[src/rtl/tmr_pkg.sv]
`timescale 1ns/1ps
package tmr_pkg;
    localparam int unsigned A_CTRL     = 0;
    localparam int unsigned A_CMP_LO   = 1;
    localparam int unsigned A_CMP_HI   = 2;
    localparam int unsigned A_SNAP_LO  = 3;
    localparam int unsigned A_SNAP_HI  = 4;
    localparam int unsigned A_SNAP_REQ = 5;
    localparam int unsigned A_PRE_LO   = 6;
    localparam int unsigned A_PRE_HI   = 7;
    localparam int unsigned A_PRE_GO   = 8;
    localparam int unsigned A_IEN      = 9;
    localparam int unsigned A_ISTAT    = 10;
    localparam int unsigned A_ICLR     = 11;
    localparam int unsigned A_STEP     = 12;

    localparam int unsigned C_RUN  = 0;
    localparam int unsigned C_INC  = 1;
    localparam int unsigned C_ARM  = 2;
    localparam int unsigned C_EDGE = 3;

    typedef enum logic {
        SNAP_IDLE = 1'b0,
        SNAP_WAIT = 1'b1
    } snap_state_e;
endpackage

[src/rtl/tmr_prescaler.sv]
`timescale 1ns/1ps
module tmr_prescaler #(
    parameter int DIV_W = 16
) (
    input  logic             clk,
    input  logic             rst_n,
    input  logic [DIV_W-1:0] div,
    input  logic             resync,
    output logic             tick
);
    logic [DIV_W-1:0] pcnt_q;
    logic [DIV_W-1:0] lim;

    // zero divider behaves as one; >= keeps a shrunk divider from stalling
    assign lim  = (div == '0) ? '0 : div - 1'b1;
    assign tick = (pcnt_q >= lim);

    always_ff @(posedge clk or negedge rst_n) begin
        if (!rst_n)
            pcnt_q <= '0;
        else if (resync || tick)
            pcnt_q <= '0;
        else
            pcnt_q <= pcnt_q + 1'b1;
    end

    // a tick or a resync starts a fresh period
    a_r4_period_restart: assert property (@(posedge clk) disable iff (!rst_n)
        (tick || resync) |=> (pcnt_q == '0));
endmodule

[src/rtl/tmr_counter.sv]
`timescale 1ns/1ps
module tmr_counter #(
    parameter int CNT_W = 64
) (
    input  logic             clk,
    input  logic             rst_n,
    input  logic             tick,
    input  logic             adv_en,
    input  logic             load_go,
    input  logic [CNT_W-1:0] load_val,
    input  logic [CNT_W-1:0] cmp_val,
    input  logic             arm,
    output logic [CNT_W-1:0] cnt_q,
    output logic             hit
);
    logic             adv;
    logic [CNT_W-1:0] cnt_nx;

    assign adv    = tick && adv_en && !load_go;
    assign cnt_nx = cnt_q + 1'b1;
    // exact match on the stepped value only; a load never produces a hit
    assign hit    = adv && arm && (cnt_nx == cmp_val);

    always_ff @(posedge clk or negedge rst_n) begin
        if (!rst_n)
            cnt_q <= '0;
        else if (load_go)
            cnt_q <= load_val;
        else if (adv)
            cnt_q <= cnt_nx;
    end

    a_r2_step_by_one: assert property (@(posedge clk) disable iff (!rst_n)
        (tick && adv_en && !load_go) |=> (cnt_q == $past(cnt_q) + 1'b1));
    a_r2_hold_when_idle: assert property (@(posedge clk) disable iff (!rst_n)
        (!(tick && adv_en) && !load_go) |=> $stable(cnt_q));
    a_r4_load_value: assert property (@(posedge clk) disable iff (!rst_n)
        load_go |=> (cnt_q == $past(load_val)));
endmodule

[src/rtl/tmr_snapshot.sv]
`timescale 1ns/1ps
module tmr_snapshot
    import tmr_pkg::*;
#(
    parameter int CNT_W = 64
) (
    input  logic             clk,
    input  logic             rst_n,
    input  logic             req,
    input  logic             tick,
    input  logic [CNT_W-1:0] cnt,
    output logic [CNT_W-1:0] snap_q
);
    snap_state_e state_q, state_d;
    logic        capture;

    always_comb begin
        state_d = state_q;
        unique case (state_q)
            SNAP_IDLE: if (req)  state_d = SNAP_WAIT;
            SNAP_WAIT: if (tick) state_d = SNAP_IDLE;
        endcase
    end

    always_ff @(posedge clk or negedge rst_n) begin
        if (!rst_n) state_q <= SNAP_IDLE;
        else        state_q <= state_d;
    end

    assign capture = (state_q == SNAP_WAIT) && tick;

    always_ff @(posedge clk or negedge rst_n) begin
        if (!rst_n)       snap_q <= '0;
        else if (capture) snap_q <= cnt;
    end

    a_r5_capture_value: assert property (@(posedge clk) disable iff (!rst_n)
        ((state_q == SNAP_WAIT) && tick) |=> (snap_q == $past(cnt)));
    a_r5_idle_no_change: assert property (@(posedge clk) disable iff (!rst_n)
        (state_q == SNAP_IDLE) |=> $stable(snap_q));
endmodule

[src/rtl/alarm_timer64.sv]
`timescale 1ns/1ps
module alarm_timer64
    import tmr_pkg::*;
#(
    parameter int DATA_W = 32,
    parameter int ADDR_W = 4,
    parameter int DIV_W  = 16,
    parameter int STEP_W = 10
) (
    input  logic              clk,
    input  logic              rst_n,
    input  logic              bus_wr,
    input  logic [ADDR_W-1:0] bus_addr,
    input  logic [DATA_W-1:0] bus_wdata,
    output logic [DATA_W-1:0] bus_rdata,
    output logic              irq
);
    localparam int CNT_W   = 2 * DATA_W;
    localparam int DIV_LSB = DATA_W - DIV_W;

    logic              run_q, inc_q, arm_q, edge_q;
    logic [DIV_W-1:0]  div_q;
    logic [CNT_W-1:0]  cmp_q, pre_q, cnt, snap;
    logic              ien_q, stat_q, pulse_q;
    logic [STEP_W-1:0] step_q;
    logic              tick, hit, load_go, snap_req, clr;
    logic [DATA_W-1:0] ctrl_rd;

    function automatic logic wr_at(input int unsigned a);
        return bus_wr && (bus_addr == ADDR_W'(a));
    endfunction

    assign load_go  = wr_at(A_PRE_GO);
    assign snap_req = wr_at(A_SNAP_REQ);
    assign clr      = wr_at(A_ICLR) && bus_wdata[0];

    always_ff @(posedge clk or negedge rst_n) begin
        if (!rst_n) begin
            run_q  <= 1'b0;
            inc_q  <= 1'b0;
            arm_q  <= 1'b0;
            edge_q <= 1'b0;
            div_q  <= '0;
            cmp_q  <= '1;
            pre_q  <= '0;
            ien_q  <= 1'b0;
            step_q <= '0;
        end else begin
            if (wr_at(A_CTRL)) begin
                run_q  <= bus_wdata[C_RUN];
                inc_q  <= bus_wdata[C_INC];
                arm_q  <= bus_wdata[C_ARM];
                edge_q <= bus_wdata[C_EDGE];
                div_q  <= bus_wdata[DIV_LSB +: DIV_W];
            end
            if (wr_at(A_CMP_LO)) cmp_q[DATA_W-1:0]     <= bus_wdata;
            if (wr_at(A_CMP_HI)) cmp_q[CNT_W-1:DATA_W] <= bus_wdata;
            if (wr_at(A_PRE_LO)) pre_q[DATA_W-1:0]     <= bus_wdata;
            if (wr_at(A_PRE_HI)) pre_q[CNT_W-1:DATA_W] <= bus_wdata;
            if (wr_at(A_IEN))    ien_q  <= bus_wdata[0];
            if (wr_at(A_STEP))   step_q <= bus_wdata[STEP_W-1:0];
        end
    end

    // status and pulse: a hit on the same edge as a clear wins
    always_ff @(posedge clk or negedge rst_n) begin
        if (!rst_n) begin
            stat_q  <= 1'b0;
            pulse_q <= 1'b0;
        end else begin
            if (hit)      stat_q <= 1'b1;
            else if (clr) stat_q <= 1'b0;
            pulse_q <= hit && ien_q;
        end
    end

    assign irq = edge_q ? pulse_q : (stat_q && ien_q);

    tmr_prescaler #(.DIV_W(DIV_W)) u_pre (
        .clk    (clk),
        .rst_n  (rst_n),
        .div    (div_q),
        .resync (load_go),
        .tick   (tick)
    );

    tmr_counter #(.CNT_W(CNT_W)) u_cnt (
        .clk      (clk),
        .rst_n    (rst_n),
        .tick     (tick),
        .adv_en   (run_q && inc_q),
        .load_go  (load_go),
        .load_val (pre_q),
        .cmp_val  (cmp_q),
        .arm      (arm_q),
        .cnt_q    (cnt),
        .hit      (hit)
    );

    tmr_snapshot #(.CNT_W(CNT_W)) u_snap (
        .clk    (clk),
        .rst_n  (rst_n),
        .req    (snap_req),
        .tick   (tick),
        .cnt    (cnt),
        .snap_q (snap)
    );

    always_comb begin
        ctrl_rd = '0;
        ctrl_rd[C_RUN]  = run_q;
        ctrl_rd[C_INC]  = inc_q;
        ctrl_rd[C_ARM]  = arm_q;
        ctrl_rd[C_EDGE] = edge_q;
        ctrl_rd[DIV_LSB +: DIV_W] = div_q;
    end

    always_comb begin
        bus_rdata = '0;
        case (bus_addr)
            ADDR_W'(A_CTRL):    bus_rdata = ctrl_rd;
            ADDR_W'(A_CMP_LO):  bus_rdata = cmp_q[DATA_W-1:0];
            ADDR_W'(A_CMP_HI):  bus_rdata = cmp_q[CNT_W-1:DATA_W];
            ADDR_W'(A_SNAP_LO): bus_rdata = snap[DATA_W-1:0];
            ADDR_W'(A_SNAP_HI): bus_rdata = snap[CNT_W-1:DATA_W];
            ADDR_W'(A_PRE_LO):  bus_rdata = pre_q[DATA_W-1:0];
            ADDR_W'(A_PRE_HI):  bus_rdata = pre_q[CNT_W-1:DATA_W];
            ADDR_W'(A_IEN):     bus_rdata = DATA_W'(ien_q);
            ADDR_W'(A_ISTAT):   bus_rdata = DATA_W'(stat_q);
            ADDR_W'(A_STEP):    bus_rdata = DATA_W'(step_q);
            default:            bus_rdata = '0;
        endcase
    end

    a_r6_fire_on_match: assert property (@(posedge clk) disable iff (!rst_n)
        $rose(stat_q) |-> (cnt == $past(cmp_q)));
    a_r7_disarmed_silent: assert property (@(posedge clk) disable iff (!rst_n)
        !arm_q |=> !$rose(stat_q));
    a_r10_single_pulse: assert property (@(posedge clk) disable iff (!rst_n)
        (edge_q && irq) |=> (!edge_q || !irq));
endmodule

[config.mk]
export PLATFORM = sky130hd
export DESIGN_NAME = alarm_timer64
export DESIGN_NICKNAME = d
export VERILOG_FILES = /design/src/rtl/tmr_pkg.sv /design/src/rtl/tmr_prescaler.sv /design/src/rtl/tmr_counter.sv /design/src/rtl/tmr_snapshot.sv /design/src/rtl/alarm_timer64.sv
export SDC_FILE = /design/constraint.sdc
export NUM_CORES = 1
export LEC_CHECK = 0
export CAP_MARGIN = 20
export CORE_MARGIN = 5
export CORE_UTILIZATION = 50
export DETAILED_ROUTE_END_ITERATION = 6
export PLACE_DENSITY = 0.7
export SYNTH_ARGS = -nofsm -noshare
export SYNTH_HDL_FRONTEND = slang
export SYNTH_SLANG_ARGS = --single-unit
[constraint.sdc]
create_clock -name clk -period 4 [get_ports clk]
set_input_delay 0.4 -clock clk [delete_from_list [all_inputs] [get_ports clk]]
set_output_delay 0.4 -clock clk [all_outputs]
set_load 0.1 [all_outputs]
# == After elaboration in Yosys (flattened, before gate mapping) ==
# Index checks and enable logic that the tools add are counted.
# classes
n_addsub,3
eq_ne,13
shift,0
mux,11
n_lt_le_gt_ge,1
n_div,0
n_mul,0
n_reduce_logical,25
n_bitwise,1
# op_table
op,n
$pmux W32 S10,1
$mux W64,2
$add A64 B1 Y64 const B,1
$eq A64 B64 Y1,1
$mux W16,2
$eq A4 B4 Y1 const B,5
$logic_and A1 B1 Y1,19
$add A16 B1 Y16 const B,1
$eq A4 B3 Y1 const B,4
$ge A16 B16 Y1,1
$logic_not A16 Y1,1
$sub A16 B1 Y16 const B,1
$eq A4 B2 Y1 const B,2
$mux W1,5
$eq A4 B1 Y1 const B,1
$logic_not A4 Y1,1
$reduce_bool A2 Y1,2
$pmux W1 S2,1
$logic_not A1 Y1,1
$logic_or A1 B1 Y1,1
$not A1 Y1,1
# totals
inputBits,39
mem_bits_rw,0
romBits,0
register_bits,306
latch_bits,0
elab_cells,71
n_memories,0

# == Depth between registers and ports, before layout ==
# depth
ltp_word,8
mapped_depth,19
ltp_nobuf,17

# == Cells and area by module ==
# From an unflattened synthesis, not the netlist that was laid out.
# unflattened
hier_cells,1675
hier_area_um2,17850.9
# modules_own_cells
module,instances,area_per_inst_um2,cells_each
alarm_timer64,1,8115.3,608
tmr_counter,1,5771.8,753
tmr_snapshot,1,2473.6,138
tmr_prescaler,1,1490.2,176

# == Worst setup path after synthesis ==
# Ideal clock, no wire load.
# synth_timing
path_type,register to register
startpoint,register div_q[7]
endpoint,register u_snap.snap_q[51]
slack_ns,-0.401
path_stages_with_launch,16
setup_time_ns,0.125
n_path_buf,2
arrival_time_ns,4.276
path_cell_list,dfrtp_1 -> or4_1 -> or3_1 -> nor2_1 -> nand3b_1 -> xnor2_1 -> nand2_1 -> ha_1 -> a21oi_1 -> o21ai_0 -> a2111oi_0 -> o21ai_0 -> nand3_1 -> buf_1 -> buf_1 -> mux2_2
# synth_between
elab_chain_cells,4
# synth_lines
item,line,text
from (decl),alarm_timer64.sv:22,logic [DIV_W-1:0] div_q;
from (signal assigned),alarm_timer64.sv:54,div_q <= bus_wdata[DIV_LSB +: DIV_W];
$sub A16 B1 Y16 or $logic_not A16 Y1 (tied branches),tmr_prescaler.sv:15,assign lim = (div == '0) ? '0 : div - 1'b1;
$mux W16 (*),tmr_prescaler.sv:15,
$ge A16 B16 Y1 (*),tmr_prescaler.sv:16,assign tick = (pcnt_q >= lim);
$logic_and A1 B1 Y1 (*),tmr_snapshot.sv:30,assign capture = (state_q == SNAP_WAIT) && tick;
to (signal assigned),tmr_snapshot.sv:34,else if (capture) snap_q <= cnt;
to (decl),tmr_snapshot.sv:12,output logic [CNT_W-1:0] snap_q
# Mark *: on every way between the ends. The rest lies on a longest branch, timed or not.
# A chain may end at the register's enable or synchronous reset.

# == Worst setup path after layout ==
# layout_timing
startpoint,register div_q[7]
endpoint,register u_cnt.cnt_q[60]
# layout_between
elab_chain_cells,6
# layout_lines
item,line,text
$sub A16 B1 Y16 or $logic_not A16 Y1 (tied branches),tmr_prescaler.sv:15,
$mux W16 (*),tmr_prescaler.sv:15,
$ge A16 B16 Y1 (*),tmr_prescaler.sv:16,
$logic_and A1 B1 Y1 (*) (2 in series),tmr_counter.sv:19,assign adv = tick && adv_en && !load_go;
$reduce_bool A2 Y1 (no source line) (*),-,
to (signal assigned),tmr_counter.sv:28,cnt_q <= load_val;
to (signal assigned),tmr_counter.sv:30,cnt_q <= cnt_nx;
to (decl),tmr_counter.sv:13,"output logic [CNT_W-1:0] cnt_q,"
# Marks and branches as above.

==> qor.csv <==
stage,metric,value,unit
clock_network,clock-sinks,306,
power_and_ir_drop,p_per_area,585.3,nW/um^2
clock_network,worst_skew_pair.late_latency,0.53,ns
drt,via_per_inst,6.213,
drt,dr_total_vias,14080,
timing,final-setup-viol-count,0,
final_layout,diodes,0,
hold_path,hp-start,u_snap.snap_q[27]$_DFFE_PN0P_,
timing,fin_crit,3.897,ns
final_layout,final_common_cell,dfrtp_1,
power_and_ir_drop,p_leak,8.799,nW
setup_path,cp.arrival,4.35,ns
floorplanning,top_level_ports,72,
final_layout,areaGrowthSynthToFinish,24.62,%
drt,drt-total-wl,55390,um
placement,post-dp-hpwl,39980,um
clock_network,clk_root_buffer_cell,clkbuf_16,
setup_path,cp_max_fo,7,
synthesis,synth_cell_types,71,
timing,timing.final.crit_share,0.9742,
setup_path,worstRegToRegCells,17,
synthesis,synth-main-ff-cell,dfrtp_1,
clock_network,h-tree-depth,2,
placement,dpl_cell_area,19440,um^2
floorplanning,initial_core_util,0.5054,
final_layout,fillers,2675,
placement,place.gp.congestion,1.015,
placement,portBuffers,71,
drt,ant_nets,0,
global_routing,gr-usage-all-layers,0.2857,
floorplanning,dieHeight,193.9,um
clock_network,clk_path_buf_depth,3,
setup_path,rrSetupSlack,0.10,ns
setup_path,reg2reg_from,div_q[7]$_DFFE_PN0P_,
synthesis,synth_edf_count,0,
synthesis,synthCells,1620,
setup_path,required,4.45,ns
final_layout,final_net_count,1851,
timing,holdWs,0.4866,ns
setup_path,cp-end-kind,flip-flop,
final_layout,drive_gt1_frac,0.3465,
hold_path,min_to,u_snap.snap_q[27]$_DFFE_PN0P_,
job,maxCapViolations,0,
timing,hold_violations,0,
global_routing,grt_max_degree,96,
synthesis,ys_seq_elements,306,
clock_network,cts_tree,built,
final_layout,final_cell_area,21070,um^2
timing,finClkSkew,0.03333,ns
drt,post_drt_wl_per_cell,24.44,um
timing,setup_tns,0,ns
drt,initialDrtViolationCount,1436,
setup_path,timing.rr.end,u_cnt.cnt_q[60]$_DFFE_PN0P_,
timing,slew_headroom,0.3402,
timing,setup_ws,0.1032,ns
synthesis,synth_seq_area_share,0.4577,
hold_path,holdPathStages,2,
clock_network,path_clk_slew,0.06,ns
timing,rsz0062_at_grt,true,
setup_path,cp-start-kind,flip-flop,
drt,dr.pass1.iters,6,
floorplanning,rows,67,
outcome,outcome,"finished, final reports clean",
synthesis,syn-num-nets,1679,
setup_path,path_class,flip-flop to flip-flop,
power_and_ir_drop,ir_drop,0.3721,mV
final_layout,utilization,0.6299,
hold_path,hold_class,flip-flop to flip-flop,
timing,finalMaxSlewViolations,0,
clock_network,cts_made_buffers,35,
final_layout,layout_common_cells,"242 x dfrtp_1, 218 x mux2_2, 170 x buf_4, 151 x nand2_1, 107 x xnor2_1",
synthesis,ys_async_sr_fraction,1.000,
drt,drc,0,
floorplanning,fp.dieArea,37590,um^2
global_routing,grt_pass1_vias,14360,
synthesis,synth.avg_cell_area,10.44,um^2
global_routing,grt_pass1_wl,85250,um
synthesis,ys_warn_count,0,
floorplanning,core,33450,um^2
floorplanning,die_w,193.9,um
placement,dpl_worst_slack,-0.2067,ns
synthesis,syn-cell-area,16900,um^2
timing,worst_pin_slew,0.9866,ns
global_routing,grt.overflow.total,0,
global_routing,antenna_found_initial,0,
timing,max_freq,256.6,MHz
[through the flow]
| stage | std cells | power (mW) |
|---|---|---|
| final | 2266 | 12.33 |
| after global routing | 2266 | 12.89 |
| after CTS | 2262 | 12.26 |
| after detailed placement | 2198 | 8.830 |
| after global placement | 2198 | 8.704 |
| after floorplan | 1620 | 7.223 |
[metal layers]
| metal | global-route usage | up-vias | part of all wire |
|---|---|---|---|
| li1 | - | 6229 | - |
| met3 | 0.06047 | 127 | 0.080 |
| met5 | 0 | - | 0 |
| met4 | 0.08776 | 0 | 0.033 |
| met1 | 0.3889 | 7112 | 0.41 |
| met2 | 0.4633 | 611 | 0.48 |
[worst max-delay path by stage]
stage / start / endpoint / depth (start not counted)
final: div_q[7]$_DFFE_PN0P_ / u_cnt.cnt_q[60]$_DFFE_PN0P_ / 17
after global routing: div_q[7]$_DFFE_PN0P_ / u_cnt.cnt_q[45]$_DFFE_PN0P_ / 19
after CTS: div_q[7]$_DFFE_PN0P_ / u_cnt.cnt_q[58]$_DFFE_PN0P_ / 18
after detailed placement: div_q[7]$_DFFE_PN0P_ / u_cnt.cnt_q[59]$_DFFE_PN0P_ / 18
after global placement: div_q[7]$_DFFE_PN0P_ / u_cnt.cnt_q[59]$_DFFE_PN0P_ / 18
after floorplan: div_q[7]$_DFFE_PN0P_ / u_cnt.cnt_q[51]$_DFFE_PN0P_ / 17
[sequential cells by signal (all words and copies together) (netlist names)]
register,cells
u_cnt.cnt_q,64
cmp_q,64
edge_q,1
run_q,1
ien_q,1
u_snap.snap_q,64
u_snap.state_q,1
div_q,16
inc_q,1
pre_q,64
step_q,10
arm_q,1
u_pre.pcnt_q,16
stat_q,1
pulse_q,1
[logic make-up after synthesis]
kind of cell,count (synthesis),synth area share
and+or+nand+nor,517,0.1580
DFF,306,0.4577
AOI/OAI and AO/OA,247,0.09740
muxes,220,0.1464
xor gates and xnor gates,182,0.09429
buffers and inverters,128,0.03138
adders and majority gates,20,0.01480
[what timing repair did]
item,CTS,global route
setup buffers,0,3
setup endpoints to repair,109,144
pin swaps,2,11
gates cloned,0,1
hold buffers,1,0
gates resized for setup,7,72
endpoints found under the hold margin,74,0
[layout make-up]
type	instances	area [um^2]	share of cell area
Multi-Input combinational cell	1186	9030	0.4286
Clock inverter	13	165.2	0.007839
Timing Repair Buffer	252	2470	0.1172
Sequential cell	306	7737	0.3673
Inverter	11	41.29	0.001960
Tap cell	448	560.5	0.02661
Clock buffer	50	1064	0.05048
[power breakdown]
group	leakage, nW	internal (mW)	switching, mW
sequential	3.72	4.12	0.854
clock	0.608	2.05	1.33
combinational	4.47	1.83	2.14
total	8.80	8.00	4.33
[Yosys cell counts, drive strengths merged, types with 20 or more instances]
library cell | n | share of area
dfrtp | 242 | 0.36
mux2 | 218 | 0.15
nand2 | 152 | 0.034
xnor2 | 109 | 0.056
nor2 | 85 | 0.019
o21ai | 84 | 0.025
nand3 | 80 | 0.025
a22oi | 78 | 0.035
xor2 | 73 | 0.038
clkbuf | 69 | 0.015
dfstp | 64 | 0.099
buf | 48 | 0.014
nor3 | 45 | 0.014
nand4 | 43 | 0.017
a21oi | 26 | 0.0077
a222oi | 22 | 0.013
nor4 | 22 | 0.0093
and3 | 20 | 0.0075
ha | 20 | 0.015
[critical path, stage by stage (launching register included)]
cell,delay [ns]
dfrtp_1,0.39
or4_4,0.55
or3_4,0.36
nor2_4,0.14
nand3b_1,0.11
xnor2_1,0.14
nand2_1,0.10
ha_4,0.28
a21oi_2,0.05
o21ai_2,0.21
a2111oi_4,0.09
nand2_1,0.07
nand2_1,0.07
or3_4,0.43
clkbuf_4,0.20
buf_6,0.15
or3_1,0.31
a31oi_1,0.16
Power figures use the tool's default switching activity.
